`src/rtl/dma_irq_pkg.sv`:
```
package dma_irq_pkg;

   // What a read address refers to
   typedef enum logic [1:0] {
      SRC_PAIR = 2'd0,
      SRC_SOLO = 2'd1,
      SRC_NONE = 2'd2
   } src_kind_e;

   // Distance between the two members of a pair
   function automatic int pair_gap(input int num_ch, input int num_pairs);
      return num_ch - num_pairs;
   endfunction

   // Classify an address: general channels 0..num_ch-1, display at num_ch
   function automatic src_kind_e kind_of(input int a, input int num_ch,
                                         input int num_pairs);
      int gap;
      gap = pair_gap(num_ch, num_pairs);
      if (a < num_pairs)                return SRC_PAIR;
      if (a >= gap && a < num_ch)       return SRC_PAIR;
      if (a <= num_ch)                  return SRC_SOLO;
      return SRC_NONE;
   endfunction

   // Lower-numbered member (or the single source) for an address
   function automatic int low_of(input int a, input int num_ch,
                                 input int num_pairs);
      int gap;
      gap = pair_gap(num_ch, num_pairs);
      if (a >= gap && a < num_ch) return a - gap;
      return a;
   endfunction

   // Higher-numbered member of a pair
   function automatic int high_of(input int a, input int num_ch,
                                  input int num_pairs);
      return low_of(a, num_ch, num_pairs) + pair_gap(num_ch, num_pairs);
   endfunction

endpackage

```
`src/rtl/dma_irq_status_reg.sv`:
```
module dma_irq_status_reg #(
   parameter int ST_W = 7
) (
   input  logic            clk_i,
   input  logic            rst_ni,
   input  logic [ST_W-1:0] evt_i,
   input  logic            clr_i,
   output logic [ST_W-1:0] st_o
);

   logic [ST_W-1:0] st_q;
   logic [ST_W-1:0] kept;

   // A clear wipes old causes; new causes are merged after the wipe
   assign kept = clr_i ? '0 : st_q;

   always_ff @(posedge clk_i or negedge rst_ni) begin
      if (!rst_ni) st_q <= '0;
      else         st_q <= kept | evt_i;
   end

   assign st_o = st_q;

   // every pulsed cause bit is present on the next cycle
   p_evt_sets_r1: assert property (@(posedge clk_i) disable iff (!rst_ni)
      (evt_i != '0) |=> ((st_q & $past(evt_i)) == $past(evt_i)));

   // with no event and no clear the status is sticky
   p_sticky_r1: assert property (@(posedge clk_i) disable iff (!rst_ni)
      (!clr_i && evt_i == '0) |=> $stable(st_q));

   // a clear with no coincident event empties the register
   p_clear_r6: assert property (@(posedge clk_i) disable iff (!rst_ni)
      (clr_i && evt_i == '0) |=> (st_q == '0));

   // a clear with a coincident event leaves exactly that event
   p_keep_new_r7: assert property (@(posedge clk_i) disable iff (!rst_ni)
      clr_i |=> (st_q == $past(evt_i)));

endmodule

```
`src/rtl/dma_irq_line_map.sv`:
```
module dma_irq_line_map #(
   parameter int NUM_CH    = 9,
   parameter int NUM_PAIRS = 3,
   parameter int ST_W      = 7
) (
   input  logic [(NUM_CH+1)*ST_W-1:0] st_flat_i,
   output logic [NUM_CH-NUM_PAIRS:0]  irq_o
);

   localparam int NSRC      = NUM_CH + 1;
   localparam int NUM_LINES = NUM_CH - NUM_PAIRS + 1;
   localparam int GAP       = NUM_CH - NUM_PAIRS;

   // Per-source request: all cause bits ORed
   logic [NSRC-1:0] req;

   for (genvar s = 0; s < NSRC; s++) begin : g_req
      assign req[s] = |st_flat_i[s*ST_W +: ST_W];
   end

   for (genvar l = 0; l < NUM_LINES; l++) begin : g_line
      if (l < NUM_PAIRS) begin : g_shared
         assign irq_o[l] = req[l] | req[l+GAP];
      end else if (l < NUM_LINES-1) begin : g_dedicated
         assign irq_o[l] = req[l];
      end else begin : g_display
         assign irq_o[l] = req[NUM_CH];
      end
   end

endmodule

```
`src/rtl/dma_irq_read_port.sv`:
```
module dma_irq_read_port
   import dma_irq_pkg::*;
#(
   parameter int NUM_CH    = 9,
   parameter int NUM_PAIRS = 3,
   parameter int ST_W      = 7,
   parameter int DATA_W    = 16,
   parameter int ADDR_W    = 4
) (
   input  logic                       clk_i,
   input  logic                       rst_ni,
   input  logic                       rd_en_i,
   input  logic [ADDR_W-1:0]          rd_addr_i,
   input  logic [(NUM_CH+1)*ST_W-1:0] st_flat_i,
   output logic [NUM_CH:0]            clr_o,
   output logic [DATA_W-1:0]          rd_data_o
);

   localparam int NSRC = NUM_CH + 1;

   src_kind_e        kind;
   int               lo_idx;
   int               hi_idx;
   logic [ST_W-1:0]  lo_st;
   logic [ST_W-1:0]  hi_st;
   logic [DATA_W-1:0] word;
   logic [DATA_W-1:0] rd_q;

   // Address decode
   always_comb begin
      int a;
      a      = int'(rd_addr_i);
      kind   = kind_of(a, NUM_CH, NUM_PAIRS);
      lo_idx = low_of(a, NUM_CH, NUM_PAIRS);
      hi_idx = high_of(a, NUM_CH, NUM_PAIRS);
   end

   // Select the addressed status fields without variable indexing
   always_comb begin
      lo_st = '0;
      hi_st = '0;
      for (int s = 0; s < NSRC; s++) begin
         if (lo_idx == s) lo_st = st_flat_i[s*ST_W +: ST_W];
         if (hi_idx == s) hi_st = st_flat_i[s*ST_W +: ST_W];
      end
   end

   // Pack the returned word
   always_comb begin
      word = '0;
      case (kind)
         SRC_PAIR: begin
            word[ST_W-1:0]      = lo_st;
            word[2*ST_W-1:ST_W] = hi_st;
         end
         SRC_SOLO: word[ST_W-1:0] = lo_st;
         default:  word = '0;
      endcase
   end

   // Clear strobes: the addressed source and, for a pair, its partner
   always_comb begin
      for (int s = 0; s < NSRC; s++) begin
         clr_o[s] = rd_en_i &&
                    ((kind != SRC_NONE && lo_idx == s) ||
                     (kind == SRC_PAIR && hi_idx == s));
      end
   end

   always_ff @(posedge clk_i or negedge rst_ni) begin
      if (!rst_ni)      rd_q <= '0;
      else if (rd_en_i) rd_q <= word;
   end

   assign rd_data_o = rd_q;

   // addresses past the display index read as zero
   p_oob_zero_r8: assert property (@(posedge clk_i) disable iff (!rst_ni)
      (rd_en_i && int'(rd_addr_i) > NUM_CH) |=> (rd_data_o == '0));

   // addresses past the display index clear nothing
   p_oob_noclr_r8: assert property (@(posedge clk_i) disable iff (!rst_ni)
      (int'(rd_addr_i) > NUM_CH) |-> (clr_o == '0));

   // read data is held between reads
   p_rd_hold_r10: assert property (@(posedge clk_i) disable iff (!rst_ni)
      !rd_en_i |=> $stable(rd_data_o));

endmodule

```
`src/rtl/dma_irq_aggregator.sv`:
```
module dma_irq_aggregator #(
   parameter int NUM_CH    = 9,
   parameter int NUM_PAIRS = 3,
   parameter int ST_W      = 7,
   parameter int DATA_W    = 16,
   parameter int ADDR_W    = 4
) (
   input  logic                     clk_i,
   input  logic                     rst_ni,
   input  logic [NUM_CH*ST_W-1:0]   chan_evt_i,
   input  logic [ST_W-1:0]          disp_evt_i,
   input  logic                     rd_en_i,
   input  logic [ADDR_W-1:0]        rd_addr_i,
   output logic [DATA_W-1:0]        rd_data_o,
   output logic [NUM_CH-NUM_PAIRS:0] irq_o
);

   localparam int NSRC      = NUM_CH + 1;
   localparam int NUM_LINES = NUM_CH - NUM_PAIRS + 1;
   localparam int GAP       = NUM_CH - NUM_PAIRS;

   // Elaboration-time parameter checks
   if (DATA_W < 2*ST_W) begin : g_bad_data_w
      $error("read word too narrow for a packed pair");
   end
   if ((2**ADDR_W) < NSRC) begin : g_bad_addr_w
      $error("address too narrow for all sources");
   end
   if (2*NUM_PAIRS > NUM_CH) begin : g_bad_pairs
      $error("more pairs than channels allow");
   end

   logic [NSRC*ST_W-1:0] evt_all;
   logic [NSRC*ST_W-1:0] st_flat;
   logic [NSRC-1:0]      clr;

   assign evt_all = {disp_evt_i, chan_evt_i};

   for (genvar s = 0; s < NSRC; s++) begin : g_src
      dma_irq_status_reg #(.ST_W(ST_W)) u_st (
         .clk_i  (clk_i),
         .rst_ni (rst_ni),
         .evt_i  (evt_all[s*ST_W +: ST_W]),
         .clr_i  (clr[s]),
         .st_o   (st_flat[s*ST_W +: ST_W])
      );
   end

   dma_irq_line_map #(
      .NUM_CH    (NUM_CH),
      .NUM_PAIRS (NUM_PAIRS),
      .ST_W      (ST_W)
   ) u_map (
      .st_flat_i (st_flat),
      .irq_o     (irq_o)
   );

   dma_irq_read_port #(
      .NUM_CH    (NUM_CH),
      .NUM_PAIRS (NUM_PAIRS),
      .ST_W      (ST_W),
      .DATA_W    (DATA_W),
      .ADDR_W    (ADDR_W)
   ) u_rd (
      .clk_i     (clk_i),
      .rst_ni    (rst_ni),
      .rd_en_i   (rd_en_i),
      .rd_addr_i (rd_addr_i),
      .st_flat_i (st_flat),
      .clr_o     (clr),
      .rd_data_o (rd_data_o)
   );

   // an event on a general channel raises its line next cycle
   for (genvar c = 0; c < NUM_CH; c++) begin : g_chk_line
      localparam int LN = (c < GAP) ? c : c - GAP;
      p_evt_raises_line_r2: assert property (@(posedge clk_i) disable iff (!rst_ni)
         (chan_evt_i[c*ST_W +: ST_W] != '0) |=> irq_o[LN]);
   end

   // the display channel drives the last line
   p_disp_line_r2: assert property (@(posedge clk_i) disable iff (!rst_ni)
      (disp_evt_i != '0) |=> irq_o[NUM_LINES-1]);

   // reading the high partner with no events drops the shared line
   for (genvar p = 0; p < NUM_PAIRS; p++) begin : g_chk_pair
      p_pair_clear_r6: assert property (@(posedge clk_i) disable iff (!rst_ni)
         (rd_en_i && int'(rd_addr_i) == p + GAP && evt_all == '0) |=> !irq_o[p]);
   end

endmodule

```
`config.mk`:
```
export PLATFORM = sky130hd
export DESIGN_NAME = dma_irq_aggregator
export DESIGN_NICKNAME = d
export VERILOG_FILES = /design/src/rtl/dma_irq_pkg.sv /design/src/rtl/dma_irq_status_reg.sv /design/src/rtl/dma_irq_line_map.sv /design/src/rtl/dma_irq_read_port.sv /design/src/rtl/dma_irq_aggregator.sv
export SDC_FILE = /design/constraint.sdc
export NUM_CORES = 1
export LEC_CHECK = 0
export BUFFER_PORTS_ARGS = -buffer_cell sky130_fd_sc_hd__buf_4
export CORE_MARGIN = 4
export CORE_UTILIZATION = 43
export DETAILED_ROUTE_END_ITERATION = 8
export GPL_ROUTABILITY_DRIVEN = 0
export SLEW_MARGIN = 20
export SYNTH_ARGS = -nofsm -noshare
export SYNTH_HDL_FRONTEND = slang
export SYNTH_HIERARCHICAL = 1
export SYNTH_SLANG_ARGS = --single-unit
```
`constraint.sdc`:
```
create_clock -name clk_i -period 3.32 [get_ports clk_i]
set_clock_uncertainty 0.1 [all_clocks]
set_input_delay 0.332 -clock clk_i [delete_from_list [all_inputs] [get_ports clk_i]]
set_output_delay 0.332 -clock clk_i [all_outputs]
set_load 0.01 [all_outputs]
```
Word-level counts from Yosys, hierarchy flattened

Cells that the tools add are included.

Bits in latches: 0
Output and inout bits: 23
Bits of input ports: 77
Word-level logic and storage cells: 151
Register bits after elaboration: 84
Bits in writable memories: 0
Memory bits (read-only): 0
Memories: 0

$mul: 0
Divide/modulo/power cells: 0
Reductions and logical operators: 55
Shift operators: 0
Add/sub/neg operators: 2
Equality and inequality tests: 20
Magnitude comparators: 4
Muxes and demuxes: 46
Bitwise gates (word level): 13

Operators by type and width:

| operator              | number |
|---|---|
| $eq 32x4->1 const B   | 8 |
| $mux 7                | 32 |
| $eq 32x3->1 const B   | 4 |
| $eq 32x5->1 const B   | 4 |
| $or 7x7->7            | 10 |
| $reduce_or 7->1       | 10 |
| $eq 32x2->1 const B   | 2 |
| $logic_not 32->1      | 2 |
| $mux 32               | 2 |
| $add 32x4->32 const B | 1 |
| $logic_and 1x1->1     | 31 |
| $mux 2                | 6 |
| $logic_or 1x1->1      | 10 |
| $mux 1                | 6 |
| $sub 4x3->5 const B   | 1 |
| $ge 4x3->1 const B    | 1 |
| $le 4x4->1 const B    | 1 |
| $lt 4x2->1 const B    | 1 |
| $lt 4x4->1 const B    | 1 |
| $or 1x1->1            | 3 |
| $eq 2x1->1 const B    | 1 |
| $logic_not 2->1       | 1 |
| $ne 2x2->1 const B    | 1 |
| $reduce_or 2->1       | 1 |

Depth between registers and ports, before layout

Gate-level depths: netlist (run 1).

Word-level depth: 17
Depth in mapped cells: 22
Gate-level depth less buffers: 18

Modules after synthesis

Netlist (run 1), hierarchy kept.

By module, submodules not included:

| module             | sequential area each (µm²) | area each (µm²) | cells an instance | times used |
|---|---|---|---|---|
| dma_irq_read_port  | 350.3                      | 2693.8          | 404               | 1 |
| dma_irq_status_reg | 175.2                      | 231.5           | 15                | 10 |
| dma_irq_line_map   | 0.0                        | 146.4           | 27                | 1 |

Least setup slack after synthesis (run 1)

OpenSTA, ideal clock, no wires.

Path type: input -> register
From: in rd_addr_i[3]
To: reg g_src[1].u_st.st_q[4]
Arrival: 3876 ps
Path buffers: 6
Required time: 3102 ps
Library setup time: 118 ps
Cell stages on the path: 22
Setup slack: -774 ps
Cell sequence: buf_2 > inv_2 > ha_1 > buf_2 > buf_2 > a31oi_1 > and2_1 > buf_2 > nand2_1 > nand3_1 > ha_1 > nor4b_1 > nand2b_1 > clkbuf_1 > nor3_1 > clkbuf_1 > and2_1 > and3_1 > nand2_1 > a21oi_1 > inv_2 > a21o_1

Longest elaborated chain between the ends: 13
Elaborated cells on any way between the ends: 30
Classes of those cells: 2 x add/sub; 4 x order compare; 3 x eq/ne; 14 x mux; 1 x bitwise; 6 x reduce/logical

Ends and longest elaborated chain:

| what                                                  | line                     | text |
|---|---|---|
| start: declaration                                    | dma_irq_aggregator.sv:13 | `input logic [ADDR_W-1:0] rd_addr_i,` |
| branches (longest 9 deep; another with $add 32x4->32) | --                       |  |
| $logic_or 1x1->1 *                                    | dma_irq_read_port.sv:65  | `((kind != SRC_NONE && lo_idx == s) \|\|` |
| $logic_and 1x1->1 *                                   | dma_irq_read_port.sv:64  | `clr_o[s] = rd_en_i &&` |
| named net clr[1]                                      | dma_irq_aggregator.sv:35 | `logic [NSRC-1:0] clr;` |
| $mux 7 *                                              | dma_irq_status_reg.sv:15 | `assign kept = clr_i ? '0 : st_q;` |
| $or 7x7->7 *                                          | dma_irq_status_reg.sv:19 | `else st_q <= kept \| evt_i;` |
| end signal: assignment                                | dma_irq_status_reg.sv:19 |  |
| end: declaration                                      | dma_irq_status_reg.sv:11 | `logic [ST_W-1:0] st_q;` |

Mark *: on every way through the listed nets, which the timed path passes. The select of a mux whose other input is x is not followed.
A chain may end at the register's enable or synchronous reset.

Worst setup path in the final report (run 1)

From: in rd_addr_i[1]
To: reg g_src[0].u_st.st_q[0]

Longest elaborated chain between the ends: 13
Elaborated cells on any way between the ends: 30
Classes of those cells: 2 x add/sub; 4 x order compare; 1 x eq/ne; 14 x mux; 1 x bitwise; 8 x reduce/logical

Ends and longest elaborated chain:

| what                                                  | line |
|---|---|
| branches (longest 9 deep; another with $add 32x4->32) | -- |
| $logic_or 1x1->1 *                                    | dma_irq_read_port.sv:65 |
| $logic_and 1x1->1 *                                   | dma_irq_read_port.sv:64 |
| named net clr[0]                                      | dma_irq_aggregator.sv:35 |
| $mux 7 *                                              | dma_irq_status_reg.sv:15 |
| $or 7x7->7 *                                          | dma_irq_status_reg.sv:19 |
| end signal: assignment                                | dma_irq_status_reg.sv:19 |
| end: declaration                                      | dma_irq_status_reg.sv:11 |

Marks and branches as above.

==> flow_metrics.env, run 1 <==
export IMPL_yosysTopAreaCellShare_pct=40.78
export IMPL_ys_ff_latch=84
export IMPL_crit_fanout=8
export IMPL_ant_nets=0
export IMPL_synthTopCellsByArea="dfrtp_1 (41%), a21o_1 (11%), a21oi_1 (4.2%)"
export IMPL_hold_class="in -> reg"
export IMPL_endpoint_kind="flip-flop"
export IMPL_maxCapViolCount=0
export IMPL_crit_arrival_ns=3.42
export IMPL_ff2ff_setup_slack_ns=1.32
export IMPL_outcome="finished, final reports clean"
export IMPL_synth_edf_count=0
export IMPL_yosys_top_cells_count="dfrtp_1 (84), a21o_1 (77), nand2_1 (56)"
export IMPL_die_y_um=117.5
export IMPL_maxSlewHeadroom_pct=50.22
export IMPL_synth_ff_type="dfrtp_1"
export IMPL_clk_pin_slew_ns=0.07
export IMPL_port_buffers=97
export IMPL_fmax_ghz=0.3053
export IMPL_grt_pass1_vias=5439
export IMPL_drc_errors=0
export IMPL_tightest_slew_ns=0.7466
export IMPL_num_rows=39
export IMPL_multi_input_area_mm2=0.003057
export IMPL_pwr_density_cell_mw_per_mm2=384.2
export IMPL_path_class="in -> reg"
export IMPL_finalWorstPathRequiredPeriod_ns=3.275
export IMPL_fillers=1054
export IMPL_dp_hpwl_um=14250
export IMPL_cts_tree="built"
export IMPL_rsz0062_at_grt="true"
export IMPL_final_util_pct=60.67
export IMPL_drt_wl_total_um=18690
export IMPL_required_ns=3.46
export IMPL_cts_made_buffers=9
export IMPL_grt_pass1_wl_um=29440
export IMPL_root_buffer="clkbuf_16"
export IMPL_start_util_pct=44.57
export IMPL_cp_num_buf_inv=5
export IMPL_place_inst=852
export IMPL_post_drt_wl_per_cell_um=21.31
export IMPL_synth_largest_area_cell="dfrtp_1"
export IMPL_n_antenna_cell=0
export IMPL_syn_area_mm2=0.005155
export IMPL_cp_slowest_cell="or3_4"
export IMPL_vias=5553
export IMPL_clock_latency_ns=0.35
export IMPL_slew_violations=0
export IMPL_synth_most_common_cell="dfrtp_1"
export IMPL_initialDrtViolationCount=616
export IMPL_cts_max_path_buffers=2
export IMPL_drive_gt1_share_pct=32.97
export IMPL_grt_usage_pct=26.80
export IMPL_critPathTopFamily="simple AND/OR/NAND/NOR gates"
export IMPL_htreeDepth=3
export IMPL_stdcell_count=877
export IMPL_synth_yosys_seq_area_share_pct=40.78
export IMPL_antenna_found_initial=0
export IMPL_ys_async_sr_fraction_pct=100.0
export IMPL_finalSetupViolCount=0
export IMPL_fin_crit_sh_pct=98.66
export IMPL_slowest_delay_ns=0.41
export IMPL_vias_per_cell=6.332
export IMPL_final_nets=812
export IMPL_boundaryPins=100
export IMPL_die_w_um=117.5
export IMPL_seq_area_mm2=0.002102
export IMPL_syn_area_per_cell_um2=8.873
export IMPL_hold_viol=0
export IMPL_grt_remaining_overflow=0
export IMPL_grt_max_degree=85
export IMPL_ir_drop_uv=332.6
export IMPL_yosysUniqueCellTypes=63
export IMPL_dieArea_mm2=0.01380
export IMPL_clkSinkCount=84
export IMPL_path_cells="buf_8 -> ha_4 -> inv_2 -> ha_4 -> buf_6 -> nor2b_4 -> or3_4 -> nand2_4 -> nand3_1 -> ha_1 -> nor4b_4 -> nand2b_4 -> nor3_4 -> buf_6 -> and2_4 -> and3_4 -> mux2i_2 -> nor2_1 -> inv_2 -> a21o_1"
export IMPL_p_leak_uw=0.002729
export IMPL_core_mm2=0.01156
export IMPL_drt_pass1_iterations=5
export IMPL_cp_start_kind="input port"
export IMPL_yosysWarnings=6
export IMPL_synthToLayoutAreaGrowth_pct=36.12
export IMPL_synthCells=581
## cell families after synthesis
group | Yosys count | share of synthesized area, %
multiplexers | 10 | 2.500
buffers and inverters | 54 | 4.393
flip-flops | 84 | 40.78
AO/OA/AOI/OAI | 242 | 32.38
other | 1 | 0.07275
adder cells (fa/ha/maj) | 6 | 1.456
XOR/XNOR | 2 | 0.4856
AND/OR/NAND/NOR | 182 | 17.94
## state kept, by name, summed over array words and instances (netlist names)
| signal | flops |
|---|---|
| u_rd/rd_data_o | 14 |
| g_src.u_st/st_o | 70 |
## final cells by class
type	count	area share [%]
clock buffers	10	3.406
clock inverters	6	0.7668
well taps	143	2.550
flip-flops and latches	84	29.96
repair buffers	168	18.51
inverters	22	1.248
multi-input cells	444	43.56
## power breakdown
part           switching [uW]  total [uW]  internal (uW)
Combinational             350         641            291
Clock                     427         966            540
Sequential               34.2        1090           1050
## per-layer routing
metal	vias to the layer above	routed length, um	share of wire [%]	GRT usage [%]
met5	-	0	0	0
met4	0	736	3.9	11.36
met3	57	1591	8.5	5.863
met2	328	8426	45	40.17
met1	2672	7930	42	37.59
li1	2496	-	-	-
## per-stage QoR
step                      instance area (um^2)  hold WS [ns]  setup slack (ns)  power [uW]  TNS, ns
after global placement                    6509        0.3947           -0.4289        1690   -7.870
final                                     7017       0.05377           0.04465        2695        0
after detailed placement                  6509        0.3987           -0.4221        1695   -10.46
after floorplan                           5323      -0.06359           -0.1776        1420   -4.934
after CTS                                 6805       0.04339           0.02988        2667        0
after global routing                      7017       0.03837           -0.1024        2824   -1.121
## cell usage in the layout, fill, tap and decap left out, types with 7 or more instances in the layout
cell / synthesis / layout
a21o_1: 77 / 77
a21oi_1: 43 / 42
a22oi_1: 8 / 8
buf_4: 2 / 161
clkbuf_16: 0 / 9
dfrtp_1: 84 / 84
inv_1: 8 / 7
inv_2: 12 / 12
nand2_1: 56 / 54
nand2b_1: 8 / 7
nand3_1: 23 / 21
nor2_1: 23 / 23
nor3_1: 21 / 20
nor4_1: 14 / 13
o211ai_1: 8 / 8
o21ai_0: 30 / 28
o21ai_1: 5 / 7
o22ai_1: 16 / 15
## worst register-to-register path, stage by stage, from the launching register on
cell and delay (ns):
dfrtp_1 0.46, nand3_1 0.12, a21oi_1 0.06, o21ai_0 0.28, a221oi_1 0.19, o31a_1 0.39
a221o_1 0.28
## what timing repair did
item | in CTS | in global routing
endpoints found under the setup margin | 3 | 34
setup buffers | 0 | 8
pin swaps | 0 | 7
resized for setup | 3 | 33
hold endpoints to repair | 0 | 36
hold buffers | 0 | 1
## path summary, 6_finish.rpt
| path | startpoint | to | cells past startpoint |
|---|---|---|---|
| worst max-delay path | rd_addr_i[1] | g_src[0].u_st/st_o[0]$_DFF_PN0_ | 20 |
| min in group asynchronous | rst_ni | g_src[0].u_st/st_o[6]$_DFF_PN0_ | 2 |
| worst min-delay path | chan_evt_i[2] | g_src[0].u_st/st_o[2]$_DFF_PN0_ | 2 |
| worst max register to register | g_src[1].u_st/st_o[2]$_DFF_PN0_ | u_rd/rd_data_o[2]$_DFFE_PN0P_ | 6 |
| max in group asynchronous | rst_ni | u_rd/rd_data_o[5]$_DFFE_PN0P_ | 2 |
| worst min register to register | u_rd/rd_data_o[8]$_DFFE_PN0P_ | u_rd/rd_data_o[8]$_DFFE_PN0P_ | 2 |
(Power assumes the default switching activity.)
==> run 2, diff against run 1 <==
Settings changed: RECOVER_POWER from default to 50.
Clock period 3.32 ns to 3.2 ns, I/O delays scaled along.
==> run 2 against run 1 <==
Compared with the run above:
- the flow now finishes with violations (capacitance limit, slew limit, setup timing)
- cell area is 1.7% higher
- routed wire length up 1.4%
- register-to-register slack worse by 0.06 ns
- critical path depth is 1 lower
- combinational power up 6.6%
- sequential power up 4%
- setup slack got worse by 0.10 ns
- first-iteration DRC count rose by 2.9%
- critical endpoint is now u_rd/rd_data_o[9]$_DFFE_PN0P_
- largest power group unchanged
==> flow_metrics.env, run 2 (synthesis results as in run 1) <==
export IMPL_maxCapViolCount=1
export IMPL_dp_slack_ns=-0.5006
export IMPL_netSwitchingFraction_pct=30.44
export IMPL_finalWorstPathRequiredPeriod_ns=3.256
export IMPL_violations="capacitance limit, slew limit, setup timing"
export IMPL_dp_hpwl_um=14280
export IMPL_ant_nets=0
export IMPL_drt_pass1_iterations=6
export IMPL_largest_reg_flops=70
export IMPL_path_cells="buf_8 -> ha_4 -> inv_4 -> ha_4 -> buf_6 -> or4b_4 -> a21oi_4 -> nor2_4 -> nand3_4 -> ha_4 -> nor4b_4 -> nand2b_4 -> nor3_4 -> buf_6 -> o21ai_2 -> a2111oi_2 -> buf_4 -> a2111oi_1 -> o32ai_1"
export IMPL_mostFrequentLayoutCells="buf_4 (147), dfrtp_1 (84), a21o_1 (77)"
export IMPL_fin_crit_sh_pct=101.7
export IMPL_grt_pass1_wl_um=29950
export IMPL_antenna_found_initial=0
export IMPL_cts_max_path_buffers=2
export IMPL_power_frac_clock_pct=34.6
export IMPL_power_frac_comb_pct=24.6
export IMPL_clk_pin_slew_ns=0.06
export IMPL_post_drt_wl_per_cell_um=21.58
export IMPL_die_y_um=117.5
export IMPL_required_ns=3.34
export IMPL_tightest_slew_ns=2.018
export IMPL_cp_num_buf_inv=5
export IMPL_clkSinkCount=84
export IMPL_final_nets=813
export IMPL_crit_arrival_ns=3.40
export IMPL_clock_latency_ns=0.35
export IMPL_crit_fanout=8
export IMPL_fmax_ghz=0.3071
export IMPL_grt_remaining_overflow=0
export IMPL_port_buffers=97
export IMPL_htreeDepth=3
export IMPL_ir_drop_uv=329.5
export IMPL_ff2ff_setup_slack_ns=1.26
export IMPL_boundaryPins=100
export IMPL_cts_made_buffers=9
export IMPL_root_buffer="clkbuf_16"
export IMPL_finalSetupViolCount=23
export IMPL_cp_slowest_cell="or4b_4"
export IMPL_cp_start_kind="input port"
export IMPL_slowest_delay_ns=0.50
export IMPL_final_common_cell="buf_4"
export IMPL_die_w_um=117.5
export IMPL_grt_pass1_vias=5576
export IMPL_initialDrtViolationCount=634
export IMPL_synthToLayoutAreaGrowth_pct=38.40
export IMPL_critPathTopFamily="simple AND/OR/NAND/NOR gates"
export IMPL_slew_violations=85
export IMPL_cts_tree="built"
export IMPL_drive_gt1_share_pct=32.79
export IMPL_vias_per_cell=6.309
export IMPL_seq_area_mm2=0.002102
export IMPL_grt_usage_pct=27.18
export IMPL_dieArea_mm2=0.01380
export IMPL_num_rows=39
export IMPL_fillers=1044
export IMPL_power_frac_seq_pct=40.7
export IMPL_vias=5539
export IMPL_p_int_uw=1927
export IMPL_start_util_pct=44.57
export IMPL_pwr_density_cell_mw_per_mm2=388.4
export IMPL_p_switching_uw=843.4
export IMPL_grt_max_degree=85
export IMPL_hold_class="in -> reg"
export IMPL_hold_viol=0
export IMPL_drc_errors=0
export IMPL_outcome="finished with violations"
export IMPL_multi_input_area_mm2=0.003226
export IMPL_endpoint_kind="flip-flop"
export IMPL_final_util_pct=61.69
export IMPL_path_class="in -> reg"
export IMPL_cp_common_cell="ha_4"
export IMPL_rsz0062_at_grt="true"
export IMPL_core_mm2=0.01156
export IMPL_drt_wl_total_um=18940
export IMPL_p_leak_uw=0.002688
export IMPL_maxSlewHeadroom_pct=-34.55
export IMPL_worst_slack_ns=-0.05587
export IMPL_n_antenna_cell=0
export IMPL_hold_slack_ns=0.04256
==> run 2: power groups by stage <==
stage	Clock, uW	Combinational (uW)	Sequential, uW
global placement	0	608	1150
floorplan	0	331	1140
detailed placement	0	614	1150
global route	1020	735	1130
CTS	983	625	1130
finish	960	683	1130
==> run 2: layer usage <==
metal | vias to the layer above | GRT usage, % | wire length [um]
met5 | - | 0 | 0
met4 | 0 | 10.77 | 696
met3 | 61 | 5.718 | 1733
met2 | 320 | 41.98 | 8620
met1 | 2664 | 37.49 | 7893
li1 | 2494 | - | -
==> run 2: timing repair <==
action                                  in CTS  in global routing
hold buffers                                 0                  1
hold endpoints to repair                     0                 37
pin swaps                                   10                 32
setup buffers                                2                  7
gates resized for setup                      8                 61
endpoints found under the setup margin      11                 68
==> run 2: per-stage QoR <==
step / TNS [ns] / std cells / total power [uW] / cell area (um^2)
2_1_floorplan: -10.00 / 582 / 1473 / 5323
3_3_place_gp: -14.10 / 853 / 1755 / 6516
3_5_place_dp: -17.73 / 853 / 1761 / 6516
4_1_cts: -0.09483 / 871 / 2737 / 6834
5_1_grt: -4.412 / 878 / 2889 / 7134
6_report: -0.5431 / 878 / 2771 / 7134
==> run 2: worst paths after layout <==
| check | startpoint | to | cells after the start |
|---|---|---|---|
| worst max register to register | g_src[1].u_st/st_o[2]$_DFF_PN0_ | u_rd/rd_data_o[2]$_DFFE_PN0P_ | 6 |
| worst max-delay path | rd_addr_i[1] | u_rd/rd_data_o[9]$_DFFE_PN0P_ | 19 |
| worst min-delay path | chan_evt_i[0] | g_src[0].u_st/st_o[0]$_DFF_PN0_ | 2 |
| min in group asynchronous | rst_ni | g_src[0].u_st/st_o[6]$_DFF_PN0_ | 2 |
| worst min register to register | u_rd/rd_data_o[8]$_DFFE_PN0P_ | u_rd/rd_data_o[8]$_DFFE_PN0P_ | 2 |
| max in group asynchronous | rst_ni | u_rd/rd_data_o[5]$_DFFE_PN0P_ | 2 |
==> run 2: layout make-up <==
| type | count | area share (%) |
|---|---|---|
| Clock buffer | 10 | 3.209 |
| Inverter | 22 | 1.298 |
| Tap cell | 143 | 2.508 |
| Multi-Input combinational cell | 444 | 45.21 |
| Timing Repair Buffer | 169 | 17.64 |
| Sequential cell | 84 | 29.46 |
| Clock inverter | 6 | 0.6664 |
==> run 3, diff against run 2 <==
==> constraint.sdc (replaced) <==
create_clock -name clk_i -period 3.2 [get_ports clk_i]
set_clock_uncertainty 0.1 [all_clocks]
set_input_delay 0.64 -clock clk_i [delete_from_list [all_inputs] [get_ports clk_i]]
set_output_delay 0.64 -clock clk_i [all_outputs]
set_load 0.01 [all_outputs]
==> run 3 against run 2 <==
Compared with the run above:
- sequential share of layout area decreased by 1.2 points
- global-route usage increased by 0.25 points
- critical path type unchanged
- power increased by 5.4%
- cell area increased by 4.2%
- count of clock-buffer cells in the layout increased by 3
- setup slack got worse by 0.34 ns
- the flow still finishes with violations (capacitance limit, slew limit, setup timing)
- hold slack improved by 0.32 ns
- via count increased by 4.4%
==> flow_metrics.env, run 3 (synthesis results as in run 1) <==
export IMPL_ir_drop_uv=390.3
export IMPL_die_y_um=117.5
export IMPL_dieArea_mm2=0.01380
export IMPL_fillers=1010
export IMPL_fmax_ghz=0.2781
export IMPL_path_cells="buf_8 -> ha_4 -> inv_2 -> ha_4 -> buf_6 -> a21oi_4 -> or3_4 -> nand2_8 -> nand3_4 -> ha_4 -> nor4b_4 -> nand2b_4 -> nor3_4 -> buf_6 -> buf_4 -> o21ai_0 -> a2111oi_2 -> a2111oi_4 -> o32ai_2"
export IMPL_root_buffer="clkbuf_16"
export IMPL_p_int_uw=2084
export IMPL_outcome="finished with violations"
export IMPL_crit_arrival_ns=3.75
export IMPL_maxCapViolCount=1
export IMPL_clk_pin_slew_ns=0.06
export IMPL_ant_nets=0
export IMPL_cts_made_buffers=9
export IMPL_grt_pass1_vias=5570
export IMPL_drt_wl_total_um=19270
export IMPL_port_buffers=97
export IMPL_htreeDepth=3
export IMPL_core_mm2=0.01156
export IMPL_dp_slack_ns=-0.8230
export IMPL_boundaryPins=100
export IMPL_drc_errors=0
export IMPL_endpoint_kind="flip-flop"
export IMPL_clkSinkCount=84
export IMPL_slowest_delay_ns=0.41
export IMPL_post_drt_wl_per_cell_um=21.39
export IMPL_power_frac_seq_pct=38.7
export IMPL_p_switching_uw=836.2
export IMPL_slew_violations=40
export IMPL_grt_max_degree=40
export IMPL_dp_hpwl_um=14570
export IMPL_vias=5784
export IMPL_violations="capacitance limit, slew limit, setup timing"
export IMPL_finalSetupViolCount=70
export IMPL_cp_num_buf_inv=5
export IMPL_p_leak_uw=0.002879
export IMPL_final_common_cell="buf_4"
export IMPL_maxSlewHeadroom_pct=-31.03
export IMPL_initialDrtViolationCount=824
export IMPL_critPathTopFamily="simple AND/OR/NAND/NOR gates"
export IMPL_power_frac_clock_pct=36.0
export IMPL_hold_buffers=0
export IMPL_start_util_pct=44.57
export IMPL_cts_tree="built"
export IMPL_path_class="in -> reg"
export IMPL_cp_common_cell="ha_4"
export IMPL_pwr_density_cell_mw_per_mm2=392.8
export IMPL_cp_slowest_cell="a2111oi_2"
export IMPL_mostFrequentLayoutCells="buf_4 (177), dfrtp_1 (84), a21o_1 (77)"
export IMPL_finalWorstPathRequiredPeriod_ns=3.596
export IMPL_crit_fanout=6
export IMPL_antenna_found_initial=0
export IMPL_final_nets=836
export IMPL_netSwitchingFraction_pct=28.64
export IMPL_vias_per_cell=6.420
export IMPL_power_frac_comb_pct=25.3
export IMPL_drive_gt1_share_pct=37.47
export IMPL_worst_slack_ns=-0.3957
export IMPL_drt_pass1_iterations=6
export IMPL_grt_remaining_overflow=0
export IMPL_fin_crit_sh_pct=112.4
export IMPL_hold_class="in -> reg"
export IMPL_required_ns=3.36
export IMPL_hold_slack_ns=0.3600
export IMPL_tightest_slew_ns=1.965
export IMPL_clock_latency_ns=0.35
export IMPL_num_rows=39
export IMPL_cts_max_path_buffers=2
export IMPL_grt_pass1_wl_um=30040
export IMPL_rsz0062_at_grt="true"
export IMPL_grt_usage_pct=27.43
export IMPL_die_w_um=117.5
export IMPL_cp_start_kind="input port"
export IMPL_n_antenna_cell=0
export IMPL_synthToLayoutAreaGrowth_pct=44.17
export IMPL_hold_viol=0
export IMPL_largest_reg_flops=70
==> run 3: cell count changes in the layout (fill, tap and decap cells not counted), sizes merged <==
cell	previous run	this run
clkinvlp	4	2
dlygate4sd3	1	0
clkbuf	24	15
buf	154	190
bufinv	0	1
inv	22	20
==> run 3: layer usage <==
metal,track usage [%],share of wire [%],vias to the layer above
met3,5.863,9.5,60
met5,0,0,-
met4,10.99,3.4,0
li1,-,-,2563
met1,37.15,41,2805
met2,43.06,46,356
==> run 3: final timing paths <==
check	startpoint	end	slack, ns	cells past startpoint
min in group asynchronous	rst_ni	g_src[0].u_st/st_o[4]$_DFF_PN0_	0.73	1
setup / recovery	rd_addr_i[2]	u_rd/rd_data_o[11]$_DFFE_PN0P_	-0.40	19
hold reg to reg	u_rd/rd_data_o[8]$_DFFE_PN0P_	u_rd/rd_data_o[8]$_DFFE_PN0P_	0.40	2
max in group asynchronous	rst_ni	g_src[9].u_st/st_o[4]$_DFF_PN0_	0.81	2
hold / removal	chan_evt_i[44]	g_src[6].u_st/st_o[2]$_DFF_PN0_	0.36	2
setup reg to reg	g_src[1].u_st/st_o[2]$_DFF_PN0_	u_rd/rd_data_o[2]$_DFFE_PN0P_	1.29	6
==> run 3: power groups by stage <==
stage	Combinational, uW	Clock [uW]	Sequential (uW)
floorplan	331	0	1140
global placement	635	0	1150
detailed placement	643	0	1150
CTS	697	1070	1130
global route	786	1120	1130
finish	739	1050	1130
==> run 3: layout make-up <==
type	instances	area [um^2]	share of cell area (%)
clock buffers	13	260.3	3.502
clock inverters	3	45.04	0.6061
inverters	22	97.59	1.313
multi-input cells	444	3248	43.70
flip-flops and latches	84	2102	28.28
well taps	143	178.9	2.407
repair buffers	192	1500	20.19
==> run 3: what timing repair did <==
item                                    4_1_cts  5_1_grt
endpoints found under the setup margin       70       77
buffers inserted                              6        9
resized for setup                            58       30
pin swaps                                    17       22
==> run 3: through the flow <==
stage / setup TNS, ns / std cells / util (%) / total power, uW / area [um^2]
2_1_floorplan: -33.62 / 582 / - / 1473 / 5323
3_3_place_gp: -40.57 / 873 / 57.64 / 1781 / 6666
3_5_place_dp: -45.63 / 873 / 57.64 / 1790 / 6666
4_1_cts: -13.68 / 895 / 62.77 / 2898 / 7259
5_1_grt: -24.29 / 901 / 64.26 / 3039 / 7432
6_report: -15.47 / 901 / 64.26 / 2920 / 7432
